==> src/rtl/smm_pkg.sv <==
package smm_pkg;

  // Operation selected on an adder/subtracter: 0 adds, 1 subtracts.
  typedef enum logic {
    MODE_ADD = 1'b0,
    MODE_SUB = 1'b1
  } addsub_mode_e;

  // Strobes from the sign control to the datapath.
  typedef struct packed {
    addsub_mode_e negA;
    addsub_mode_e negB;
    addsub_mode_e negProd;
  } smm_strobe_t;

endpackage

==> src/rtl/smm_addsub.sv <==
// Ripple-carry adder/subtracter: sum = x + y (mode add) or x - y (mode sub).
module smm_addsub
  import smm_pkg::*;
#(
  parameter int W = 8
) (
  input  logic [W-1:0]  x,
  input  logic [W-1:0]  y,
  input  addsub_mode_e  mode,
  output logic [W-1:0]  sum
);

  logic         subBit;
  logic [W-1:0] yEff;
  logic [W-1:0] carry;

  assign subBit   = (mode == MODE_SUB);
  assign yEff     = y ^ {W{subBit}};
  assign carry[0] = subBit;

  for (genvar i = 0; i < W; i++) begin : g_bit
    assign sum[i] = x[i] ^ yEff[i] ^ carry[i];
    if (i < W - 1) begin : g_carry
      assign carry[i+1] = (x[i] & yEff[i]) | (carry[i] & (x[i] ^ yEff[i]));
    end
  end

endmodule

==> src/rtl/smm_array_core.sv <==
// Unsigned array multiplier: AND-gated partial products summed row by row.
module smm_array_core
  import smm_pkg::*;
#(
  parameter int OP_W = 4
) (
  input  logic [OP_W-1:0]   aMag,
  input  logic [OP_W-1:0]   bMag,
  output logic [2*OP_W-1:0] uProd
);

  localparam int PROD_W = 2 * OP_W;

  logic [OP_W-1:0][PROD_W-1:0] partial;
  logic [OP_W-1:0][PROD_W-1:0] accum;

  for (genvar i = 0; i < OP_W; i++) begin : g_row
    assign partial[i] = {{OP_W{1'b0}}, aMag & {OP_W{bMag[i]}}} << i;
    if (i == 0) begin : g_first
      assign accum[i] = partial[i];
    end else begin : g_add
      smm_addsub #(.W(PROD_W)) rowAdd_i (
        .x    (accum[i-1]),
        .y    (partial[i]),
        .mode (MODE_ADD),
        .sum  (accum[i])
      );
    end
  end

  assign uProd = accum[OP_W-1];

endmodule

==> src/rtl/smm_ctrl.sv <==
// Sign control: turns the operand sign bits into adder/subtracter strobes.
module smm_ctrl
  import smm_pkg::*;
(
  input  logic        signA,
  input  logic        signB,
  output smm_strobe_t strobe
);

  always_comb begin
    strobe.negA    = signA ? MODE_SUB : MODE_ADD;
    strobe.negB    = signB ? MODE_SUB : MODE_ADD;
    strobe.negProd = (signA ^ signB) ? MODE_SUB : MODE_ADD;
  end

endmodule

==> src/rtl/smm_datapath.sv <==
// Magnitude conversion, unsigned core and conditional product negation.
module smm_datapath
  import smm_pkg::*;
#(
  parameter int OP_W = 4
) (
  input  logic [OP_W-1:0]   opA,
  input  logic [OP_W-1:0]   opB,
  input  smm_strobe_t       strobe,
  output logic [2*OP_W-1:0] product
);

  localparam int PROD_W = 2 * OP_W;

  logic [OP_W-1:0]   aMag;
  logic [OP_W-1:0]   bMag;
  logic [PROD_W-1:0] uProd;

  smm_addsub #(.W(OP_W)) magA_i (
    .x    ({OP_W{1'b0}}),
    .y    (opA),
    .mode (strobe.negA),
    .sum  (aMag)
  );

  smm_addsub #(.W(OP_W)) magB_i (
    .x    ({OP_W{1'b0}}),
    .y    (opB),
    .mode (strobe.negB),
    .sum  (bMag)
  );

  smm_array_core #(.OP_W(OP_W)) core_i (
    .aMag  (aMag),
    .bMag  (bMag),
    .uProd (uProd)
  );

  smm_addsub #(.W(PROD_W)) negProd_i (
    .x    ({PROD_W{1'b0}}),
    .y    (uProd),
    .mode (strobe.negProd),
    .sum  (product)
  );

endmodule

==> src/rtl/sm_product_mult.sv <==
module sm_product_mult
  import smm_pkg::*;
#(
  parameter int OP_W = 4
) (
  input  logic [OP_W-1:0]   opA,
  input  logic [OP_W-1:0]   opB,
  output logic [2*OP_W-1:0] product
);

  smm_strobe_t strobe;

  smm_ctrl ctrl_i (
    .signA  (opA[OP_W-1]),
    .signB  (opB[OP_W-1]),
    .strobe (strobe)
  );

  smm_datapath #(.OP_W(OP_W)) dp_i (
    .opA     (opA),
    .opB     (opB),
    .strobe  (strobe),
    .product (product)
  );

endmodule

==> config.mk <==
export PLATFORM = sky130hd
export DESIGN_NAME = sm_product_mult
export DESIGN_NICKNAME = d
export VERILOG_FILES = /design/src/rtl/smm_pkg.sv /design/src/rtl/smm_addsub.sv /design/src/rtl/smm_array_core.sv /design/src/rtl/smm_ctrl.sv /design/src/rtl/smm_datapath.sv /design/src/rtl/sm_product_mult.sv
export SDC_FILE = /design/constraint.sdc
export NUM_CORES = 1
export LEC_CHECK = 0
export CORE_MARGIN = 8
export CORE_UTILIZATION = 44
export DETAILED_ROUTE_END_ITERATION = 8
export DONT_BUFFER_PORTS = 1
export SYNTH_ARGS = -nofsm -noshare
export SYNTH_HDL_FRONTEND = slang
export SYNTH_SLANG_ARGS = --single-unit
==> constraint.sdc <==
create_clock -name vclk -period 14.2
set_input_delay 2.84 -clock vclk [all_inputs]
set_output_delay 2.84 -clock vclk [all_outputs]
set_load 0.01 [all_outputs]
==> summary.txt <==
Global route
  – Total track usage: 0.06328
  – Total grt overflow: 0
  – Initial antenna violation count: 0
  – Largest net degree at the start of global routing: 8
  – Vias in the first global route: 431
  – First-pass GRT wire length: 1780 microns

Power and ir drop
  – Net Sw Power: 0.02705 mW
  – Total internal power: 0.02316 mW
  – Maximum vdd drop: 0.02709 mV
  – Static Leak: 0.3643 nW
  – Clk pwr share: 0
  – Power per cell area: roughly 73 nW/um^2
  – Seq pwr share: 0
  – Switching part of the total: 0.5387
  – Comb power frac: 1.000

Clock network
  – # hold bufs at CTS: 0
  – Post-CTS Setup Inserts: 0
  – Post-CTS sizing: 0

Final layout
  – # diodes: 0
  – Post-route cell area: ~700 sq um
  – # fillers: 146
  – Final net count: approximately 100
  – Clock buffers: 0
  – Layout cells sized above 1: 0.01429
  – FF+latch count: 0
  – P&R area growth vs syn: 0.1821%
  – Util after Layout: 0.4622
  – FF+latch area: 0 sq um
  – Area of the multi-input gates: 630.6 sq um

Yosys
  – Distinct cells, synth: 14
  – Post-Synthesis Cells: a little over 70
  – Net Count, Synth: 104
  – Synthesized area: 686.9 sq um
  – Sequential-to-total area share from yosys stat: 0
  – Avg Synthesized Cell Area: 9.540 sq um
  – Synth warnings: 0

Place
  – Routability cong.: 0.7328
  – Detailed placement HPWL: 915.3 microns
  – Port buffer count: 0
  – Placed cell area: 688.2 sq um

STA
  – Worst-Margin Slew: 0.3304 ns
  – Fmax: 0.09504 GHz
  – Final Max Tran Viols: 0
  – RSZ-0062 raised after global routing: false
  – Setup TNS: 0 ns
  – Final setup fails: 0
  – Hold slack final: 5.963 ns
  – Rel. slew slack: 0.7798
  – Final hold violation count: 0
  – Final Cycle Share: 0.7410
  – Post-route minimum period: about 11 ns

Die
  – Die area: 3081 sq um
  – Chip height: 55.51 microns
  – Chip width: between 50 and 60 microns
  – IO Pins: 16
  – FP Rows: 14
  – Starting Density: 0.4613
  – CORE AREA: 1489 sq um

Route
  – Routed WL: 969 microns
  – Final ANT Viol Nets: 0
  – Vias/cell: 4.953
  – Mean routed wirelength per cell: 11.27 microns
  – Detailed router's first-iteration violation count: 3
  – DRC: 0
  – First drt pass iteration count: 2
  – Via Count: ~430

Setup path
  – CP delay by family, top: adder cells
  – CP Depth: 18
  – Startpoint Class: primary input
  – WP data arrival: 7.68 ns
  – Crit path capture: product[7]
  – Max stage delay cell, worst path: fa_1
  – Worst EP required: 11.36 ns
  – Setup crit end kind: output port
  – CP max stage delay: 0.48 ns
  – Most used cell, CP: fa_1
  – Buf+Inv Stages, Crit Path: 3
  – Max FO, Critical Path: 4
  – WS Path Type: in -> out
  – CP cell instances: inv_1 -> ha_1 -> xnor2_1 -> and2_1 -> ha_1 -> inv_1 -> fa_1 -> fa_1 -> inv_1 -> fa_1 -> fa_1 -> fa_1 -> fa_1 -> fa_1 -> xnor2_1 -> ha_1 -> xor2_1 -> xnor2_1
  – CP startpoint: opB[0]

Worst hold path
  – Hold crit path type: in -> out

Outcome
  – Status: complete, no violations

Flow run
  – Max-capacitance violation count: 0
-- layer usage --
layer,track usage,routed length (microns),vias up
met5,0,0,-
met4,0,0,0
met3,0.01598,76,0
met2,0.1042,432,11
met1,0.08519,461,197
li1,-,-,218
-- through the flow --
stage | total power [mW] | cells | setup slack, ns
after floorplan | 0.04528 | 72 | 3.845
after global placement | 0.05171 | 86 | 3.691
after detailed placement | 0.05131 | 86 | 3.663
after CTS | 0.05242 | 86 | 3.654
after global routing | 0.05787 | 86 | 3.448
final | 0.05021 | 86 | 3.678
-- worst min path at each step --
stage                     cells after the start   start    endpoint  slack (ns)
after floorplan                               3  opA[3]  product[0]        6.07
after global placement                        2  opB[3]  product[0]        5.96
after detailed placement                      2  opB[3]  product[0]        5.96
after CTS                                     2  opB[3]  product[0]        5.96
after global routing                          2  opB[3]  product[0]        5.99
final                                         2  opB[3]  product[0]        5.96
-- Yosys cell counts (all sizes together) --
cell type	count	area, sq um
xnor2	10	106.4
xor2	5	43.79
and2	11	68.82
or2b	1	7.510
inv	10	37.54
nand2b	1	6.260
o22ai	1	6.260
fa	8	160.2
nor2b	2	12.51
buf	2	18.77
nand2	5	18.77
ha	16	200.2
-- cells by family after synthesis --
kind of cell               synth area share
adders and majority gates            0.5246
buffers and inverters               0.08198
AOI/OAI and AO/OA                  0.009113
and+or+nand+nor                      0.1658
xor gates and xnor gates             0.2186
-- power groups by stage --
| stage | clock network [mW] | registers [mW] | logic (mW) |
|---|---|---|---|
| after floorplan | 0 | 0 | 0.0453 |
| after global placement | 0 | 0 | 0.0517 |
| after detailed placement | 0 | 0 | 0.0513 |
| after CTS | 0 | 0 | 0.0524 |
| after global routing | 0 | 0 | 0.0579 |
| final | 0 | 0 | 0.0502 |
-- final cells by class --
class / instances / area share
inverters: 10 / 0.05455
well taps: 16 / 0.02909
multi-input cells: 60 / 0.9164
-- layout by cell type (no fill, tap or decap) --
| cell type | n |
|---|---|
| or2b_1 | 1 |
| inv_1 | 10 |
| xnor2_1 | 9 |
| fa_1 | 8 |
| nand2_1 | 5 |
| xnor2_4 | 1 |
| nand2b_1 | 1 |
| and2_1 | 11 |
| o22ai_1 | 1 |
| ha_1 | 16 |
| xor2_1 | 5 |
| nor2b_1 | 2 |
Note: power is estimated with default switching activity, not from simulation.
